## config.mk

```make
export PLATFORM = sky130hd
export DESIGN_NAME = flash_status_poller
export DESIGN_NICKNAME = d
export VERILOG_FILES = /design/src/rtl/poll_pkg.sv /design/src/rtl/poll_read_seq.sv /design/src/rtl/poll_judge.sv /design/src/rtl/poll_timer.sv /design/src/rtl/flash_status_poller.sv
export SDC_FILE = /design/constraint.sdc
export NUM_CORES = 1
export LEC_CHECK = 0
export BUFFER_PORTS_ARGS = -buffer_cell sky130_fd_sc_hd__buf_2
export CORE_AREA = 2 2 91 129
export CTS_BUF_LIST = sky130_fd_sc_hd__clkbuf_8
export CTS_CLUSTER_DIAMETER = 120
export DETAILED_ROUTE_END_ITERATION = 6
export DIE_AREA = 0 0 93 131
export PLACE_DENSITY_LB_ADDON = 0.12
export RECOVER_POWER = 25
export SYNTH_ARGS = -nofsm -noshare
export SYNTH_HDL_FRONTEND = slang
export SYNTH_SLANG_ARGS = --single-unit
```

## constraint.sdc

```tcl
create_clock -name clk -period 3.4 [get_ports clk]
set_input_delay 0.34 -clock clk [delete_from_list [all_inputs] [get_ports clk]]
set_output_delay 0.34 -clock clk [all_outputs]
set_load 0.01 [all_outputs]
```

## src/rtl/poll_pkg.sv

```systemverilog
package poll_pkg;

   // Sequencer states of the status poller
   typedef enum logic [1:0] {
      PS_IDLE = 2'd0,
      PS_READ = 2'd1,
      PS_GAP  = 2'd2
   } poll_state_e;

   // Value expected on the data bus after an erase
   function automatic logic [63:0] erased_word();
      return {64{1'b1}};
   endfunction

endpackage

```

## src/rtl/poll_read_seq.sv

```systemverilog
module poll_read_seq
   import poll_pkg::*;
#(
   parameter int RD_LEN = 2,
   parameter int GAP_W  = 4
) (
   input  logic             clk,
   input  logic             rst_n,
   input  logic             launch,
   input  logic             halt,
   input  logic [GAP_W-1:0] gap_len,
   output logic             rd_strobe,
   output logic             smp_vld,
   output logic             active
);

   poll_state_e      state_q, state_d;
   logic [GAP_W-1:0] gap_cnt_q;
   logic [GAP_W-1:0] gap_eff;
   logic             last_beat;

   assign gap_eff = (gap_len == '0) ? GAP_W'(1) : gap_len;

   // Beat counter inside a read cycle: the variant depends on RD_LEN
   generate
      if (RD_LEN == 1) begin : g_single_beat
         assign last_beat = 1'b1;
      end else begin : g_multi_beat
         localparam int RC_W = $clog2(RD_LEN);
         logic [RC_W-1:0] beat_q;

         assign last_beat = (beat_q == RC_W'(RD_LEN - 1));

         always_ff @(posedge clk) begin
            if (!rst_n) begin
               beat_q <= '0;
            end else if (state_q == PS_READ && !last_beat && !halt) begin
               beat_q <= beat_q + RC_W'(1);
            end else begin
               beat_q <= '0;
            end
         end
      end
   endgenerate

   always_comb begin
      state_d = state_q;
      unique case (state_q)
         PS_IDLE: begin
            if (launch) state_d = PS_READ;
         end
         PS_READ: begin
            if (halt)           state_d = PS_IDLE;
            else if (last_beat) state_d = PS_GAP;
         end
         PS_GAP: begin
            if (halt)                      state_d = PS_IDLE;
            else if (gap_cnt_q == gap_eff) state_d = PS_READ;
         end
         default: state_d = PS_IDLE;
      endcase
   end

   always_ff @(posedge clk) begin
      if (!rst_n) begin
         state_q   <= PS_IDLE;
         gap_cnt_q <= '0;
      end else begin
         state_q <= state_d;
         if (state_q != PS_GAP) begin
            gap_cnt_q <= GAP_W'(1);
         end else if (gap_cnt_q != gap_eff) begin
            gap_cnt_q <= gap_cnt_q + GAP_W'(1);
         end
      end
   end

   assign rd_strobe = (state_q == PS_READ);
   assign smp_vld   = (state_q == PS_READ) && last_beat;
   assign active    = (state_q != PS_IDLE);

endmodule

```

## src/rtl/poll_judge.sv

```systemverilog
module poll_judge #(
   parameter int DATA_W     = 8,
   parameter int POLL_BIT   = 7,
   parameter int TOGGLE_BIT = 6,
   parameter bit FULL_CMP   = 1'b1
) (
   input  logic              clk,
   input  logic              rst_n,
   input  logic              clear,
   input  logic              mode_tgl,
   input  logic [DATA_W-1:0] exp_byte,
   input  logic              smp_vld,
   input  logic [DATA_W-1:0] smp_data,
   output logic              match
);

   logic [DATA_W-1:0] prev_q;
   logic              have_prev_q;
   logic              data_ok;
   logic              tgl_ok;

   // Data polling comparison: whole byte or polling bit only
   generate
      if (FULL_CMP) begin : g_full_cmp
         assign data_ok = (smp_data == exp_byte) && (prev_q == exp_byte);
      end else begin : g_bit_cmp
         assign data_ok = (smp_data[POLL_BIT] == exp_byte[POLL_BIT]) &&
                          (prev_q[POLL_BIT]   == exp_byte[POLL_BIT]);
      end
   endgenerate

   assign tgl_ok = (smp_data[TOGGLE_BIT] == prev_q[TOGGLE_BIT]);

   assign match = smp_vld && have_prev_q && (mode_tgl ? tgl_ok : data_ok);

   always_ff @(posedge clk) begin
      if (!rst_n) begin
         prev_q      <= '0;
         have_prev_q <= 1'b0;
      end else if (clear) begin
         have_prev_q <= 1'b0;
      end else if (smp_vld) begin
         prev_q      <= smp_data;
         have_prev_q <= 1'b1;
      end
   end

endmodule

```

## src/rtl/poll_timer.sv

```systemverilog
module poll_timer #(
   parameter int TMO_W = 24
) (
   input  logic             clk,
   input  logic             rst_n,
   input  logic             launch,
   input  logic             run,
   input  logic [TMO_W-1:0] limit,
   output logic             expire
);

   localparam logic [TMO_W-1:0] CNT_MAX = {TMO_W{1'b1}};

   logic [TMO_W-1:0] cnt_q;
   logic [TMO_W:0]   elapsed;

   // Cycles of activity including the current one
   assign elapsed = {1'b0, cnt_q} + (TMO_W + 1)'(1);
   assign expire  = run && (elapsed >= {1'b0, limit});

   always_ff @(posedge clk) begin
      if (!rst_n) begin
         cnt_q <= '0;
      end else if (launch) begin
         cnt_q <= '0;
      end else if (run && cnt_q != CNT_MAX) begin
         cnt_q <= cnt_q + TMO_W'(1);
      end
   end

endmodule

```

## src/rtl/flash_status_poller.sv

```systemverilog
module flash_status_poller
   import poll_pkg::*;
#(
   parameter int DATA_W     = 8,
   parameter int POLL_BIT   = 7,
   parameter int TOGGLE_BIT = 6,
   parameter bit FULL_CMP   = 1'b1,
   parameter int RD_LEN     = 2,
   parameter int GAP_W      = 4,
   parameter int TMO_W      = 24
) (
   input  logic              clk,
   input  logic              rst_n,
   input  logic              start,
   input  logic              mode_toggle,
   input  logic              erase_sel,
   input  logic [DATA_W-1:0] expect_data,
   input  logic [TMO_W-1:0]  timeout_limit,
   input  logic [GAP_W-1:0]  gap_cycles,
   input  logic [DATA_W-1:0] rd_data,
   output logic              rd_strobe,
   output logic              done,
   output logic              error
);

   localparam logic [DATA_W-1:0] ERASED = erased_word()[DATA_W-1:0];

   // Elaboration-time parameter checks
   generate
      if (DATA_W < 8 || DATA_W > 64) begin : g_bad_width
         $error("flash_status_poller: DATA_W must lie in 8..64");
      end
      if (POLL_BIT >= DATA_W || TOGGLE_BIT >= DATA_W || POLL_BIT == TOGGLE_BIT) begin : g_bad_bits
         $error("flash_status_poller: status bit positions invalid");
      end
      if (RD_LEN < 1) begin : g_bad_rdlen
         $error("flash_status_poller: RD_LEN must be at least 1");
      end
      if (GAP_W < 1 || TMO_W < 2) begin : g_bad_cnt
         $error("flash_status_poller: counter widths too small");
      end
   endgenerate

   logic              active;
   logic              launch;
   logic              halt;
   logic              smp_vld;
   logic              match;
   logic              expire;
   logic              mode_q;
   logic [DATA_W-1:0] exp_q;
   logic [TMO_W-1:0]  lim_q;
   logic [GAP_W-1:0]  gap_q;
   logic              done_q;
   logic              err_q;

   assign launch = start && !active;
   assign halt   = match || expire;

   // Operation settings captured at an accepted start
   always_ff @(posedge clk) begin
      if (!rst_n) begin
         mode_q <= 1'b0;
         exp_q  <= '0;
         lim_q  <= '0;
         gap_q  <= '0;
      end else if (launch) begin
         mode_q <= mode_toggle;
         exp_q  <= erase_sel ? ERASED : expect_data;
         lim_q  <= timeout_limit;
         gap_q  <= gap_cycles;
      end
   end

   poll_read_seq #(
      .RD_LEN (RD_LEN),
      .GAP_W  (GAP_W)
   ) u_seq (
      .clk       (clk),
      .rst_n     (rst_n),
      .launch    (launch),
      .halt      (halt),
      .gap_len   (gap_q),
      .rd_strobe (rd_strobe),
      .smp_vld   (smp_vld),
      .active    (active)
   );

   poll_judge #(
      .DATA_W     (DATA_W),
      .POLL_BIT   (POLL_BIT),
      .TOGGLE_BIT (TOGGLE_BIT),
      .FULL_CMP   (FULL_CMP)
   ) u_judge (
      .clk      (clk),
      .rst_n    (rst_n),
      .clear    (launch),
      .mode_tgl (mode_q),
      .exp_byte (exp_q),
      .smp_vld  (smp_vld),
      .smp_data (rd_data),
      .match    (match)
   );

   poll_timer #(
      .TMO_W (TMO_W)
   ) u_timer (
      .clk    (clk),
      .rst_n  (rst_n),
      .launch (launch),
      .run    (active),
      .limit  (lim_q),
      .expire (expire)
   );

   // Result pulses: completion wins over a coincident timeout
   always_ff @(posedge clk) begin
      if (!rst_n) begin
         done_q <= 1'b0;
         err_q  <= 1'b0;
      end else begin
         done_q <= match;
         err_q  <= expire && !match;
      end
   end

   assign done  = done_q;
   assign error = err_q;

endmodule

```

==> impl_metrics.yaml <==
clock_tree:
  hold_buffers: 0
  htreeDepth: 3
  cts_buffer_depth: 2
  path_clk_slew_ns: 0.09
  clk_latency_ns: 0.35
  cts_tree: "yes"
  cts_buffers: 9
  root_buffer: "clkbuf_8"
  cts.sinks: 79
route:
  drc_errors: 0
  routed_wl_um: 9900
  antenna_left: 0
  drt-pass1-iter-count: 4
  drt_iter0_drc: 158
  via_per_inst: 5.11
  avgRoutedWirePerCell_um: 13.7
  num_vias: 3697
synth:
  synth_compound_area_frac: 0.171
  syn_nets: 600
  synthSimpleGateAreaFrac: 0.259
  synthXorXnorAreaFrac: 0.0748
  yosys.area.top_type: "dfxtp_1"
  syn_area_um2: 4330
  async_flop_share: 0
  synth_edf_count: 0
  synth.distinct_cells: 52
  syn_inst: 525
  synth_top_cell_area_share: 0.365
  yosys_warnings: 0
  netlist_top_cells_area: "dfxtp_1 36%, nand2_1 8.1%, ha_1 7.5%, a21boi_0 6.6%, xnor2_1 5.7%"
  synth-seq-cells: 79
  synth_fa_ha_area_frac: 0.0751
  synth_top_family_by_area: "simple AND/OR/NAND/NOR gates"
  syn_area_per_cell_um2: 8.26
  ys.flop_type: "dfxtp_1"
  synth-seq-area-share: 0.365
  synthMuxAreaShare: 0.00693
setup_path:
  worstPathMaxFanout: 6
  crit_path_top_delay_cell: "nor4_4"
  path_cells: "ha_2 -> nand4_1 -> nor4_4 -> nand3_2 -> nor2_1 -> xor2_1 -> ha_1 -> nand4_1 -> nor3_1 -> a221oi_1 -> nand4_1 -> a221oi_1"
  crit_type: "flip-flop to flip-flop"
  endpoint_kind: "flip-flop"
  critPathArrivalTime_ns: 3.40
  path_common_cell: "nand4_1"
  crit_required_ns: 3.65
  slowest_delay_ns: 0.44
  setup.worst_path.start_class: "flip-flop"
floorplanning:
  num_rows: 46
  die_h_um: 131
  fp.dieW_um: 93
  core_area_um2: 11100
  io_pins: 52
  die_area_um2: 12200
  start_util: 0.392
global_routing:
  grt_max_degree: 53
  antenna_found_initial: 0
  grt_pass1_wl_um: 16700
  first_global_vias: 3557
  grt.overflow.total: 0
  grt.total_usage: 0.172
pwr:
  peakVddDrop_mv: 0.205
  leakage_nw: 1.89
  power_density_nw_per_um2: 420
timing:
  drv_slew: 9
  relSlewSlack: -0.262
  worstMarginPinSlew_ns: 1.85
  fin_crit_ns: 3.14
  finalSetupTns_ns: 0
  fmax_mhz: 318
  hold_viol: 0
  fin_skew_ns: 0.0100
  finalSetupViolCount: 0
  period_share: 0.925
  rsz0062_at_grt: "no"
  setup_ws_ns: 0.255
placed_design:
  dp_hpwl_um: 7230
  placedCellCount: 704
  routabilityCongestion: 0.802
  dp_slack_ns: 0.209
  port_buffers: 51
run_status:
  status: "complete, but fails checks"
  violations: "max-capacitance violations, max-slew violations"
final_layout:
  antenna_cells: 0
  nNetsFinal: 650
  syn2layout_area_growth_pct: 14.8
  fillers: 1181
  final_core_util: 0.450
  layout-drive-gt1-share: 0.157
  finalNonFillerCells: 724
min_path:
  min_path_type: "input pin to flip-flop"
job:
  drv_cap: 1
## kinds of logic (layout without fill, tap and decap cells)
kind of cell / after synthesis / after routing
AO/OA/AOI/OAI: 108 / 108
flip-flops: 79 / 79
multiplexers: 3 / 3
XOR/XNOR: 37 / 37
adder cells (fa/ha/maj): 26 / 26
buffers and inverters: 51 / 106
AND/OR/NAND/NOR: 221 / 221
## state kept, by name, summed over array words and instances, names as in the netlist, 2 cells and up
register,flops
u_seq.state_q,2
lim_q,24
u_seq.gap_cnt_q,4
u_timer.cnt_q,24
u_judge.prev_q,8
gap_q,4
exp_q,8
## path summary, 6_finish.rpt
| kind | from | cells past startpoint | slack, ns | endpoint |
|---|---|---|---|---|
| setup / recovery | u_timer.cnt_q[0] | 12 | 0.26 | u_seq.state_q[0] |
| hold / removal | timeout_limit[4] | 3 | 0.23 | lim_q[4] |
| setup reg to reg | u_timer.cnt_q[0] | 12 | 0.26 | u_seq.state_q[0] |
| hold reg to reg | lim_q[7] | 2 | 0.47 | lim_q[7] |
## routing by layer
metal,GRT usage,vias up,routed length (um),share of wire
met1,0.199,1717,4180,0.42
met4,0.0519,0,116,0.012
met3,0.0333,9,299,0.030
li1,-,1925,-,-
met5,0,-,0,0
met2,0.321,46,5300,0.54
## stage by stage
| step | total power, W | instance area (um2) | hold WS, ns |
|---|---|---|---|
| global placement | 0.00129 | 4720 | 0.453 |
| global route | 0.00220 | 4980 | 0.225 |
| detailed placement | 0.00130 | 4720 | 0.460 |
| finish | 0.00209 | 4980 | 0.233 |
| CTS | 0.00213 | 4960 | 0.213 |
| floorplan | 0.00120 | 4330 | 0.437 |
## cell usage in the layout, fill, tap and decap left out, types with 5 or more instances in the layout
master / n
ha_1: 25
nand3_1: 20
a21boi_0: 38
nand2_1: 94
nor3b_1: 11
clkbuf_8: 12
xnor2_1: 28
dfxtp_1: 77
nand4_1: 7
or4_1: 5
xor2_1: 9
or3_1: 20
inv_1: 28
a21oi_1: 22
nor3_1: 10
buf_2: 48
o21ai_0: 19
buf_4: 9
nor2_1: 28
a211oi_1: 10
## power breakdown
| group | switching, W | internal [W] | leakage (nW) |
|---|---|---|---|
| clock | 0.000347 | 0.000475 | 0.119 |
| combinational | 0.000162 | 0.000106 | 1.13 |
| sequential | 0.0000304 | 0.000969 | 0.645 |
## timing repair
item / 4_1_cts / 5_1_grt
gates resized for setup: 0 / 4
setup endpoints to repair: 0 / 2
setup buffers: 0 / 4
## final cells by class
cell class,count,area (um2),share of cell area
repair buffers,62,328,0.0659
flip-flops and latches,79,1580,0.318
clock buffers,12,165,0.0332
clock inverters,4,76.3,0.0153
well taps,144,180,0.0362
multi-input cells,395,2540,0.510
inverters,28,105,0.0211
## cells in the mapped netlist (all sizes together), types with 2 or more instances
cell	count
a21o	2
nor3b	11
or4	6
xnor2	28
a221oi	3
ha	26
a21boi	38
nor2b	2
and2	5
nor2	28
mux2i	3
buf	2
a22oi	3
and3	2
clkbuf	20
nand2b	2
inv	28
o211ai	3
nand3	21
nand2	94
dfxtp	79
nand4	9
or3	21
nor4	3
nor3	11
a21oi	22
a211oi	10
o21ai	19
or2	3
o31ai	2
xor2	9
## critical path, delay by kind of cell (launching register included)
family / cells / cell delay, ns
adder cells (fa/ha/maj): 2 / 0.52
AND/OR/NAND/NOR: 7 / 1.43
AO/OA/AOI/OAI: 2 / 0.54
flip-flops: 1 / 0.40
XOR/XNOR: 1 / 0.17
Power figures use the tool's default switching activity.
